==> src/rtl/slpw_pkg.sv <==
package slpw_pkg;

    typedef enum logic [1:0] {
        ST_RUN,
        ST_SLEEP,
        ST_STARTUP,
        ST_WAKE
    } slpw_state_e;

    typedef enum logic [1:0] {
        SM_PDOWN,
        SM_PSAVE,
        SM_STBY
    } sleep_kind_e;

    typedef struct packed {
        logic cpu;
        logic io;
        logic osc;
        logic tosc;
        logic tsclk;
    } clk_en_t;

    localparam logic [2:0] MODE_PDOWN = 3'b010;
    localparam logic [2:0] MODE_PSAVE = 3'b011;
    localparam logic [2:0] MODE_STBY  = 3'b110;

    function automatic logic slpw_mode_ok(input logic [2:0] mode, input logic xtal);
        return (mode == MODE_PDOWN) || (mode == MODE_PSAVE) ||
               ((mode == MODE_STBY) && xtal);
    endfunction

    function automatic sleep_kind_e slpw_decode(input logic [2:0] mode);
        case (mode)
            MODE_PSAVE: return SM_PSAVE;
            MODE_STBY:  return SM_STBY;
            default:    return SM_PDOWN;
        endcase
    endfunction

    function automatic int unsigned slpw_startup_len(input int unsigned unit,
                                                     input logic [1:0] sel);
        return unit << (2 * int'(sel));
    endfunction

endpackage

==> src/rtl/slpw_sync.sv <==
module slpw_sync #(
    parameter int W = 1
) (
    input  logic         clk,
    input  logic         rst,
    input  logic [W-1:0] d,
    output logic [W-1:0] q
);
    logic [W-1:0] stage1;

    always_ff @(posedge clk) begin
        if (rst) begin
            stage1 <= '0;
            q      <= '0;
        end else begin
            stage1 <= d;
            q      <= stage1;
        end
    end
endmodule

==> src/rtl/slpw_fsm.sv <==
module slpw_fsm
    import slpw_pkg::*;
#(
    parameter int STARTUP_UNIT = 4,
    parameter int STBY_CYC     = 6,
    parameter int CNT_W        = 8
) (
    input  logic              clk,
    input  logic              rst,
    input  logic              sleep_req,
    input  logic              sleep_en,
    input  logic [2:0]        mode_in,
    input  logic              xtal_cfg,
    input  logic [1:0]        cksel,
    input  logic              wake_any,
    output slpw_state_e       state,
    output sleep_kind_e       kind
);
    localparam logic [CNT_W-1:0] STBY_LAST = CNT_W'(STBY_CYC - 1);

    logic [CNT_W-1:0] cnt;
    logic [CNT_W-1:0] load_val;

    always_comb begin
        if (kind == SM_STBY)
            load_val = STBY_LAST;
        else
            load_val = CNT_W'(slpw_startup_len(STARTUP_UNIT, cksel) - 1);
    end

    always_ff @(posedge clk) begin
        if (rst) begin
            state <= ST_RUN;
            kind  <= SM_PDOWN;
            cnt   <= '0;
        end else begin
            case (state)
                ST_RUN: begin
                    if (sleep_req && sleep_en && slpw_mode_ok(mode_in, xtal_cfg)) begin
                        state <= ST_SLEEP;
                        kind  <= slpw_decode(mode_in);
                    end
                end
                ST_SLEEP: begin
                    if (wake_any) begin
                        state <= ST_STARTUP;
                        cnt   <= load_val;
                    end
                end
                ST_STARTUP: begin
                    if (cnt == '0)
                        state <= ST_WAKE;
                    else
                        cnt <= cnt - 1'b1;
                end
                ST_WAKE: begin
                    state <= ST_RUN;
                end
                default: state <= ST_RUN;
            endcase
        end
    end
endmodule

==> src/rtl/slpw_wake_qual.sv <==
module slpw_wake_qual
    import slpw_pkg::*;
#(
    parameter int NUM_EXT = 2
) (
    input  logic               clk,
    input  logic               rst,
    input  slpw_state_e        state,
    input  sleep_kind_e        kind,
    input  logic [NUM_EXT-1:0] s_ext,
    input  logic [NUM_EXT-1:0] ext_level,
    input  logic               s_pc,
    input  logic               s_ovf,
    input  logic               s_cmp,
    input  logic               tmr_en,
    input  logic               ovf_ie,
    input  logic               cmp_ie,
    input  logic               gie,
    output logic               wake_any,
    output logic [NUM_EXT-1:0] ext_req
);
    logic               tmr_wake;
    logic               asleep;
    logic [NUM_EXT-1:0] pend;

    assign asleep   = (state == ST_SLEEP) || (state == ST_STARTUP);
    assign tmr_wake = (kind == SM_PSAVE) && tmr_en && gie &&
                      ((s_ovf && ovf_ie) || (s_cmp && cmp_ie));
    assign wake_any = (|s_ext) || s_pc || tmr_wake;

    for (genvar i = 0; i < NUM_EXT; i++) begin : g_line
        always_ff @(posedge clk) begin
            if (rst) begin
                pend[i] <= 1'b0;
            end else if (asleep) begin
                if (ext_level[i])
                    pend[i] <= s_ext[i];
                else
                    pend[i] <= pend[i] | s_ext[i];
            end else if (state == ST_RUN) begin
                pend[i] <= 1'b0;
            end
        end
        assign ext_req[i] = (state == ST_WAKE) && pend[i];
    end
endmodule

==> src/rtl/slpw_clkgate.sv <==
module slpw_clkgate
    import slpw_pkg::*;
(
    input  slpw_state_e state,
    input  sleep_kind_e kind,
    input  logic        tmr_en,
    input  logic        tmr_async,
    output clk_en_t     en
);
    logic tmr_on_osc;
    logic tmr_on_sync;

    assign tmr_on_osc  = tmr_en && tmr_async;
    assign tmr_on_sync = tmr_en && !tmr_async;

    always_comb begin
        en.cpu   = 1'b1;
        en.io    = 1'b1;
        en.osc   = 1'b1;
        en.tosc  = tmr_on_osc;
        en.tsclk = tmr_on_sync;
        if ((state == ST_SLEEP) || (state == ST_STARTUP)) begin
            en.cpu = 1'b0;
            en.io  = 1'b0;
            case (kind)
                SM_PSAVE: begin
                    en.osc   = tmr_on_sync;
                    en.tosc  = tmr_on_osc;
                    en.tsclk = tmr_on_sync;
                end
                SM_STBY: begin
                    en.osc   = 1'b1;
                    en.tosc  = 1'b0;
                    en.tsclk = 1'b0;
                end
                default: begin
                    en.osc   = 1'b0;
                    en.tosc  = 1'b0;
                    en.tsclk = 1'b0;
                end
            endcase
            if (state == ST_STARTUP)
                en.osc = 1'b1;
        end
    end
endmodule

==> src/rtl/sleep_wake_ctrl.sv <==
module sleep_wake_ctrl
    import slpw_pkg::*;
#(
    parameter int NUM_EXT      = 2,
    parameter int STARTUP_UNIT = 4,
    parameter int STBY_CYC     = 6
) (
    input  logic               clk,
    input  logic               rst,
    input  logic               sleep_req,
    input  logic               sleep_en,
    input  logic [2:0]         mode_in,
    input  logic               xtal_cfg,
    input  logic [1:0]         cksel,
    input  logic               tmr_en,
    input  logic               tmr_async,
    input  logic               ovf_ie,
    input  logic               cmp_ie,
    input  logic               gie,
    input  logic [NUM_EXT-1:0] ext_irq,
    input  logic [NUM_EXT-1:0] ext_level,
    input  logic               pc_evt,
    input  logic               tmr_ovf,
    input  logic               tmr_cmp,
    output logic               cpu_clk_en,
    output logic               io_clk_en,
    output logic               osc_en,
    output logic               tosc_en,
    output logic               tmr_sclk_en,
    output logic               wake_ack,
    output logic [NUM_EXT-1:0] ext_irq_req
);
    localparam int SYNC_W  = NUM_EXT + 3;
    localparam int MAX_LEN = (STARTUP_UNIT * 64 > STBY_CYC) ? STARTUP_UNIT * 64 : STBY_CYC;
    localparam int CNT_W   = (MAX_LEN > 2) ? $clog2(MAX_LEN) : 1;

    logic [SYNC_W-1:0] raw_src;
    logic [SYNC_W-1:0] sync_src;
    slpw_state_e       state_q;
    sleep_kind_e       kind_q;
    logic              wake_any;
    clk_en_t           gate;

    assign raw_src = {tmr_cmp, tmr_ovf, pc_evt, ext_irq};

    slpw_sync #(.W(SYNC_W)) u_sync (
        .clk (clk),
        .rst (rst),
        .d   (raw_src),
        .q   (sync_src)
    );

    slpw_wake_qual #(.NUM_EXT(NUM_EXT)) u_qual (
        .clk       (clk),
        .rst       (rst),
        .state     (state_q),
        .kind      (kind_q),
        .s_ext     (sync_src[NUM_EXT-1:0]),
        .ext_level (ext_level),
        .s_pc      (sync_src[NUM_EXT]),
        .s_ovf     (sync_src[NUM_EXT+1]),
        .s_cmp     (sync_src[NUM_EXT+2]),
        .tmr_en    (tmr_en),
        .ovf_ie    (ovf_ie),
        .cmp_ie    (cmp_ie),
        .gie       (gie),
        .wake_any  (wake_any),
        .ext_req   (ext_irq_req)
    );

    slpw_fsm #(
        .STARTUP_UNIT (STARTUP_UNIT),
        .STBY_CYC     (STBY_CYC),
        .CNT_W        (CNT_W)
    ) u_fsm (
        .clk       (clk),
        .rst       (rst),
        .sleep_req (sleep_req),
        .sleep_en  (sleep_en),
        .mode_in   (mode_in),
        .xtal_cfg  (xtal_cfg),
        .cksel     (cksel),
        .wake_any  (wake_any),
        .state     (state_q),
        .kind      (kind_q)
    );

    slpw_clkgate u_gate (
        .state     (state_q),
        .kind      (kind_q),
        .tmr_en    (tmr_en),
        .tmr_async (tmr_async),
        .en        (gate)
    );

    assign cpu_clk_en  = gate.cpu;
    assign io_clk_en   = gate.io;
    assign osc_en      = gate.osc;
    assign tosc_en     = gate.tosc;
    assign tmr_sclk_en = gate.tsclk;
    assign wake_ack    = (state_q == ST_WAKE);
endmodule

==> config.mk <==
export PLATFORM = sky130hd
export DESIGN_NAME = sleep_wake_ctrl
export DESIGN_NICKNAME = d
export VERILOG_FILES = /design/src/rtl/slpw_pkg.sv /design/src/rtl/slpw_sync.sv /design/src/rtl/slpw_fsm.sv /design/src/rtl/slpw_wake_qual.sv /design/src/rtl/slpw_clkgate.sv /design/src/rtl/sleep_wake_ctrl.sv
export SDC_FILE = /design/constraint.sdc
export NUM_CORES = 1
export LEC_CHECK = 0
export CAP_MARGIN = 20
export CORE_ASPECT_RATIO = 1.2
export CORE_UTILIZATION = 45
export CTS_CLUSTER_DIAMETER = 40
export DETAILED_ROUTE_END_ITERATION = 10
export PLACE_DENSITY = 0.75
export RECOVER_POWER = 50
export SLEW_MARGIN = 20
export SYNTH_ARGS = -nofsm -noshare
export SYNTH_HDL_FRONTEND = slang
export SYNTH_SLANG_ARGS = --single-unit
==> constraint.sdc <==
create_clock -name clk -period 1.6 [get_ports clk]
set_input_delay 0.32 -clock clk [delete_from_list [all_inputs] [get_ports clk]]
set_output_delay 0.32 -clock clk [all_outputs]
set_load 0.02 [all_outputs]
* After elaboration in Yosys (flattened, before gate mapping)
Index checks and enable logic that the tools add are counted.
** Storage, ports and cells
- Output and inout port bits :: 8
- Register bits :: 24
- Input port bits :: 22
- Word-level logic and storage cells :: 68
** Cells by class
- Muxes and demuxes :: 17
- Reduce and logical (&&, ||, !) cells :: 27
- Eq/ne operators :: 12
- Add/subtract/negate cells :: 2
- Shifts and indexed selects :: 1
- Bitwise logic cells :: 2
** Operators by type and width (count)
- two-way mux 8 bit :: 3
- case mux 8 bit (2 select lines) :: 1
- subtractor 8 x 1 -> 8 bit (second input constant) :: 2
- logical AND 1 bit :: 12
- zero test 8 bit :: 1
- case mux 2 bit (4 select lines) :: 1
- left shift 3 x 3 -> 8 bit (first input constant) :: 1
- equality test 2 bit (second input constant) :: 3
- equality test 3 x 2 -> 1 bit (second input constant) :: 2
- logical OR 1 bit :: 6
- two-way mux 1 bit :: 6
- two-way mux 2 bit :: 3
- inequality test 2 x 1 -> 1 bit (second input constant) :: 3
- case mux 3 bit (2 select lines) :: 1
- AND reduction 3 bit :: 2
- two-way mux 5 bit :: 1
- equality test 2 x 1 -> 1 bit (second input constant) :: 2
- case mux 2 bit (2 select lines) :: 1
- nonzero test 2 bit :: 2
- equality test 3 bit (second input constant) :: 1
- zero test 2 bit :: 1
- inequality test 2 bit (second input constant) :: 1
- OR 1 bit :: 2
- AND reduction 2 bit :: 1
- other kinds (2) :: 2

* Longest topological paths before layout
Gate-level depths: netlist of the first run.
- Depth in word-level cells :: 7
- Gate-level depth with buffers :: 7
- Gate-level depth less buffers :: 6

* Modules after synthesis
A second synthesis of the first run with hierarchy kept.
** Second synthesis, totals
- Cell total of the unflattened synthesis :: 158
- Area total of the unflattened synthesis :: 1377.6 µm²
** By module, submodules not included
- slpw_fsm :: seq. area each 240.2 µm², cells an instance 103, area an instance 863.3 µm², times used 1
- slpw_sync :: seq. area each 200.2 µm², cells an instance 20, area an instance 262.8 µm², times used 1
- slpw_wake_qual :: seq. area each 40.0 µm², cells an instance 18, area an instance 140.1 µm², times used 1
- slpw_clkgate :: seq. area each 0.0 µm², cells an instance 16, area an instance 105.1 µm², times used 1
- sleep_wake_ctrl :: seq. area each 0.0 µm², cells an instance 1, area an instance 6.3 µm², times used 1

* Worst setup path before layout of the first run
OpenSTA, ideal clock, no wires.
- Path type :: flip-flop to flip-flop
- From :: reg u_fsm.state[0]
- To :: reg u_fsm.cnt[6]
- Cell stages (with the launch flop) :: 7
- Library setup time :: 0.088 ns
- Path slack :: -0.020 ns
- Clock period less this slack :: 1.620 ns
- Path buffers :: 0
- Data required time :: 1.512 ns
- Arrival :: 1.532 ns
- Cell sequence :: dfxtp_1 -> inv_1 -> ha_1 -> inv_2 -> a41oi_4 -> nand2_2 -> o32ai_2
** On the way
- Cells in the longest elaborated chain, start to end :: 3
- Elaborated cells on any way between the ends :: 7
- Classes of those cells :: 4 x eq/ne; 1 x mux; 2 x reduce/logical
** RTL lines
- from (decl) :: RTL line slpw_fsm.sv:16 : output slpw_state_e state,
- from (signal assigned) :: RTL line slpw_fsm.sv:33 : state <= ST_RUN;
- from (signal assigned) :: RTL line slpw_fsm.sv:40 : state <= ST_SLEEP;
- from (signal assigned) :: RTL line slpw_fsm.sv:46 : state <= ST_STARTUP;
- equality test 2 bit / equality test 2 x 1 -> 1 bit (equally long branches) :: RTL line slpw_fsm.sv:37 : case (state)
- inequality test 2 bit (no source line) (tied with other cells)
- AND reduction 3 bit (no source line)
- to (signal assigned) :: RTL line slpw_fsm.sv:47 : cnt <= load_val;
- to (signal assigned) :: RTL line slpw_fsm.sv:54 : cnt <= cnt - 1'b1;
- to (decl) :: RTL line slpw_fsm.sv:21 : logic [CNT_W-1:0] cnt;
Several ways; a longest one is shown, not always the timed one.
A chain may end at the register's enable or synchronous reset.

* Final worst setup path of the first run
- From :: reg u_fsm.state[0]
- To :: out osc_en
** On the way
- Cells in the longest elaborated chain, start to end :: 3
- Elaborated cells on any way between the ends :: 5
- Classes of those cells :: 2 x eq/ne; 2 x mux; 1 x reduce/logical
** RTL lines
- equality test 2 bit / equality test 2 x 1 -> 1 bit (equally long branches) :: RTL line slpw_clkgate.sv:22, slpw_clkgate.sv:42
- two-way mux 1 bit / logical OR 1 bit (equally long branches) :: RTL line slpw_clkgate.sv:42, slpw_clkgate.sv:22
- two-way mux 5 bit (*) :: RTL line slpw_clkgate.sv:22 : if ((state == ST_SLEEP) || (state == ST_STARTUP)) begin
- to (decl) :: RTL line sleep_wake_ctrl.sv:27 : output logic osc_en,
Mark *: on every way between the ends. The rest lies on a longest branch, timed or not.

==> results of run 1 <==
-- final cells by class --
cell class / instances / area share
sequential: 24 / 0.230
multi-input combinational: 109 / 0.472
timing repair buffer: 56 / 0.238
tap: 34 / 0.0199
inverter: 14 / 0.0293
clock buffer: 3 / 0.0105
-- synthesized netlist by cell type (all sizes together), types with 2 or more instances --
master / number
o22ai: 2
buf: 3
o21ai: 5
o21a: 2
a211oi: 2
nand2: 3
ha: 10
mux2i: 2
nor2b: 11
a21oi: 10
a22oi: 3
dfxtp: 24
and2: 2
nand2b: 5
and3: 3
xor2: 2
nor3: 5
o211ai: 3
clkbuf: 2
nand3: 5
o31ai: 3
a311oi: 2
nor2: 9
inv: 14
a31oi: 4
-- through the flow --
stage,worst slack [ps],instances
detailed placement,-449,231
CTS,-153,236
global route,-227,240
global placement,-405,231
floorplan,-9.51,151
finish,-159,240
-- power groups by stage --
stage	clock, uW	combinational (uW)	sequential (uW)
6_report	256	2090	817
5_1_grt	286	2250	828
4_1_cts	264	1680	802
3_5_place_dp	0	1520	808
3_3_place_gp	0	1480	798
2_1_floorplan	0	994	796
-- path summary, 6_finish.rpt --
check                   start            to  slack (ps)  depth (start not counted)
max            u_fsm.state[0]        osc_en        -160                          6
min          u_sync.stage1[1]   u_sync.q[1]         450                          1
max reg2reg    u_fsm.state[0]  u_fsm.cnt[6]        -110                          8
min reg2reg  u_sync.stage1[1]   u_sync.q[1]         450                          1
-- sequential cells by signal, indices dropped and copies added (netlist names) --
register	cells
u_fsm.cnt	8
u_fsm.kind	2
u_fsm.state	2
u_qual.pend	2
u_sync.q	5
u_sync.stage1	5
-- cells by family (layout without fill, tap and decap cells) --
logic type | after synthesis | in the layout | share of synthesized area
simple gates | 51 | 51 | 0.234
compound gates | 43 | 44 | 0.241
flops | 24 | 24 | 0.350
fa+ha+maj | 10 | 10 | 0.0911
xor+xnor | 2 | 2 | 0.0128
buf+inv | 19 | 73 | 0.0565
mux | 2 | 2 | 0.0146
-- worst reg2reg max path: stages (launching register included) --
cell and delay [ps]:
dfxtp_2 360, inv_2 50, ha_4 280, buf_6 110, inv_6 40, buf_12 120, a41oi_4 310, nand2_2 110
o32ai_2 250
-- per-layer routing --
metal  share of wire  track usage  up-vias
li1                -            -      660
met1            0.41        0.266      655
met2            0.52        0.410       65
met3           0.051       0.0243       10
met4           0.023       0.0888        0
met5               0            0        -
-- what timing repair did --
action	CTS	global route
gates resized for setup	64	26
endpoints found under the setup margin	17	16
pin swaps	9	6
cloned	1	0
buffers inserted	1	4
==> results.json, run 1 <==
{
  "grt_pass1_wl_mm": 5.68,
  "grt_start_max_net_pins": 14,
  "clk_pin_slew_worst_paths_ps": 120,
  "synth_top_area_frac": 0.350,
  "crit_type": "register to primary output",
  "dieHeight_microns": 62.5,
  "postLayoutCoreUtil": 0.753,
  "arrival_ps": 1440,
  "synth.distinct_cells": 48,
  "drv_slew": 0,
  "critPathMaxFanout": 2,
  "seq_area_sq_um": 490,
  "synth_area_leaders": "dfxtp_1 (35%), ha_1 (9.1%), nor2b_1 (5.0%)",
  "critPathSlowestCell": "dfxtp_2",
  "vdd_ir_drop_max_v": 0.00109,
  "ioPinCount": 30,
  "worst_skew_pair.late_latency_ps": 310,
  "max-cap-violations": 0,
  "yosys.area.top_type": "dfxtp_1",
  "p_per_area_nw_per_um2": 1480,
  "vias": 1390,
  "clockPowerShare": 0.081,
  "worst_slack_ps": -159,
  "dp_hpwl_mm": 2.43,
  "cp.required_ps": 1280,
  "port_buffers": 29,
  "whs_ps": 451,
  "yosys_warnings": 0,
  "finClkSkew_ps": 3.81,
  "worst_path_most_repeated_cell": "buf_4",
  "hp-class": "register to register",
  "antennaDiodeCount": 0,
  "status": "finished, violations left",
  "timing.final.crit_share": 1.10,
  "final_cell_mix": "buf_4 (22), clkdlybuf4s50_1 (20), dfxtp_1 (20)",
  "cts_buffer_depth": 2,
  "final_common_cell": "buf_4",
  "core_sq_um": 2840,
  "worst_setup_path_start_kind": "register",
  "tns_ps": -788,
  "drt_iter0_drc": 80,
  "drc": 0,
  "cts_tree": "done",
  "holdBufCountCts": 0,
  "pwr-share-seq": 0.258,
  "grt_setup_unrepaired": "true",
  "worst_slew_pin_slew_ps": 610,
  "setup_viol": 11,
  "fin_area_sq_um": 2140,
  "internal_power_uw": 1800,
  "drive_above_1_share": 0.383,
  "dieArea_sq_um": 3280,
  "syn-cell-area_sq_um": 1370,
  "overflow": 0,
  "initial_utilization": 0.484,
  "htree_levels": 1,
  "fillers": 204,
  "final_hold_viol_count": 0,
  "path_cells": "inv_2, buf_4, ha_1, inv_1, o211ai_1, buf_4",
  "p_total_uw": 3170,
  "cts-root-buf": "clkbuf_4",
  "violations": "negative setup slack",
  "fmax_ghz": 0.569,
  "relSlewSlack": 0.593,
  "synth_seq_area_share": 0.350,
  "slowest_delay_ps": 360,
  "synthArstFlopShare": 0,
  "wire_per_inst_microns": 16.4,
  "final_nets": 240,
  "antenna_found_initial": 0,
  "leakagePower_uw": 0.000800,
  "vias_per_cell": 5.79,
  "netSwitchingPower_uw": 1360,
  "num_rows": 21,
  "synth_edf_count": 0,
  "placed_area_sq_um": 1900,
  "synth.net_count": 183,
  "critical_path.top_delay_family": "buffers and inverters",
  "combPwrFrac": 0.661,
  "wl_mm": 3.92,
  "multi_input_area_sq_um": 1010,
  "synthCells": 151,
  "die_w_microns": 52.4,
  "critPathCaptureType": "primary output",
  "grt_pass1_vias": 1335,
  "grt.total_usage": 0.229,
  "syn_to_final_growth_pct": 55.5,
  "routabilityCongestion": 0.827,
  "avgSynthCellArea_sq_um": 9.10,
  "p_sw_frac": 0.431,
  "ys_seq_elements": 24,
  "cp_num_buf_inv": 4,
  "ant_nets": 0,
  "cts.sinks": 24,
  "ys.flop_type": "dfxtp_1",
  "first_pass_iters": 4,
  "cts_buffers": 3,
  "fin_crit_ps": 1760
}
Power figures use the tool's default switching activity.
==> run 2: changes to the inputs <==
--- a/config.mk
+++ b/config.mk
@@ -16,3 +16,4 @@
 export SYNTH_ARGS = -nofsm -noshare
 export SYNTH_HDL_FRONTEND = slang
 export SYNTH_SLANG_ARGS = --single-unit
+export TNS_END_PERCENT = 5
==> run 2 against run 1 <==
  * The flow still finishes with violations (negative setup slack)
  * Via count is 3.5% lower
  * Worst setup slack better by 45 ps
  * Global-route usage is 0.24 points higher
  * Sequential share of layout area is 0.93 points higher
  * Die area stayed put
  * Clock power is 2% lower
  * Wire length is 7.8% lower
==> results.json, run 2 (synthesized netlist as in run 1, its figures left out) <==
{
  "vias_per_cell": 5.68,
  "grt_setup_unrepaired": "true",
  "crit_type": "register to primary output",
  "critPathMaxFanout": 3,
  "num_rows": 21,
  "port_buffers": 29,
  "status": "finished, violations left",
  "timing.final.crit_share": 1.07,
  "routabilityCongestion": 0.827,
  "p_sw_frac": 0.427,
  "slowest_delay_ps": 400,
  "cts.sinks": 24,
  "setup_viol": 11,
  "hp-start": "u_sync.stage1[1]",
  "finClkSkew_ps": 5.31,
  "combPwrFrac": 0.628,
  "path_cells": "inv_4, ha_4, buf_6, a31oi_4, o211ai_1, buf_4",
  "final_common_cell": "buf_4",
  "max-cap-violations": 0,
  "largest_register_ffs": 8,
  "holdBufCountCts": 0,
  "clockPowerShare": 0.088,
  "rr_startpoint": "u_fsm.state[1]",
  "worst_setup_path_start_kind": "register",
  "fmax_ghz": 0.583,
  "vdd_ir_drop_max_v": 0.000915,
  "cts_buffer_depth": 2,
  "seq_area_sq_um": 492,
  "placed_area_sq_um": 1900,
  "htree_levels": 1,
  "drive_above_1_share": 0.351,
  "die_w_microns": 52.4,
  "initial_utilization": 0.484,
  "largest_register": "u_fsm.cnt",
  "cts_buffers": 3,
  "multi_input_area_sq_um": 982,
  "antennaDiodeCount": 0,
  "holdPathStages": 1,
  "p_per_area_nw_per_um2": 1390,
  "grt_pass1_vias": 1387,
  "r2r-end": "u_fsm.cnt[5]",
  "dieHeight_microns": 62.5,
  "relSlewSlack": 0.610,
  "fin_crit_ps": 1710,
  "rrSetupSlack_ps": -40,
  "violations": "negative setup slack",
  "drc": 0,
  "overflow": 0,
  "antenna_found_initial": 0,
  "critPathCaptureType": "primary output",
  "clk_pin_slew_worst_paths_ps": 110,
  "worst_slack_ps": -114,
  "dieArea_sq_um": 3280,
  "hp-class": "register to register",
  "netSwitchingPower_uw": 1220,
  "drt_iter0_drc": 41,
  "drv_slew": 0,
  "hold_end": "u_sync.q[1]",
  "grt_pass1_wl_mm": 5.82,
  "arrival_ps": 1390,
  "wire_per_inst_microns": 15.3,
  "dp_hpwl_mm": 2.43,
  "leakagePower_uw": 0.000772,
  "ant_nets": 0,
  "reg2reg_depth": 9,
  "worst_skew_pair.late_latency_ps": 310,
  "cp.required_ps": 1280,
  "cts-root-buf": "clkbuf_4",
  "internal_power_uw": 1640,
  "ioPinCount": 30,
  "reg.largest.list": "u_fsm.cnt (8), u_sync.q (5), u_sync.stage1 (5)",
  "grt_start_max_net_pins": 14,
  "syn_to_final_growth_pct": 49.8,
  "grt.total_usage": 0.231,
  "final_cell_mix": "buf_4 (21), clkdlybuf4s50_1 (20), dfxtp_1 (19)",
  "dp_worst_setup_slack_ps": -449,
  "final_hold_viol_count": 0,
  "wl_mm": 3.62,
  "fillers": 213,
  "fin_area_sq_um": 2060,
  "critPathSlowestCell": "dfxtp_4",
  "pwr-share-seq": 0.284,
  "final_nets": 236,
  "vias": 1341,
  "core_sq_um": 2840,
  "worst_slew_pin_slew_ps": 585,
  "cts_tree": "done",
  "first_pass_iters": 4
}
run 2: metal layers:
layer	track usage	routed length, microns	vias up	part of all wire
met4	0.109	59	0	0.016
met1	0.266	1530	641	0.42
met2	0.407	1880	44	0.52
li1	-	-	650	-
met3	0.0268	145	6	0.040
met5	0	0	-	0
run 2: area by class of cell:
cell class,instances,share of cell area
clock buffer,3,0.0109
inverter,14,0.0280
multi-input combinational,109,0.477
sequential,24,0.239
tap,34,0.0207
timing repair buffer,52,0.224
run 2: power groups by stage:
stage	clock (uW)	combinational [uW]	sequential, uW
2_1_floorplan	0	994	796
3_3_place_gp	0	1480	798
3_5_place_dp	0	1520	808
4_1_cts	264	1680	802
5_1_grt	287	1960	823
6_report	252	1790	813
run 2: timing repair:
action,CTS,global route
gates cloned,1,0
pin swaps,10,7
setup buffers,1,0
setup endpoints to repair,17,18
resized for setup,53,23
run 2: worst max-delay path, delay by kind of cell (launching register included):
family | cells | cell delay, ps
DFF | 1 | 400
buffers and inverters | 3 | 320
adders and majority gates | 1 | 150
AOI/OAI and AO/OA | 2 | 220
run 2: worst max-delay path by stage:
| stage | start | slack, ps | end |
|---|---|---|---|
| after floorplan | u_fsm.state[0] | -10 | osc_en |
| after global placement | tmr_en | -410 | osc_en |
| after detailed placement | tmr_en | -450 | osc_en |
| after CTS | u_fsm.kind[1] | -150 | osc_en |
| after global routing | u_fsm.state[0] | -190 | osc_en |
| final | u_fsm.kind[1] | -110 | osc_en |
run 2: metrics by stage:
stage / total power [uW] / hold WS [ps] / TNS, ps / std cells / util
finish: 2860 / 450 / -420 / 236 / 0.725
global route: 3070 / 468 / -1270 / 236 / 0.725
CTS: 2740 / 457 / -545 / 236 / 0.697
detailed placement: 2330 / 430 / -3350 / 231 / 0.668
global placement: 2280 / 418 / -2660 / 231 / 0.668
floorplan: 1790 / 392 / -9.51 / 151 / -
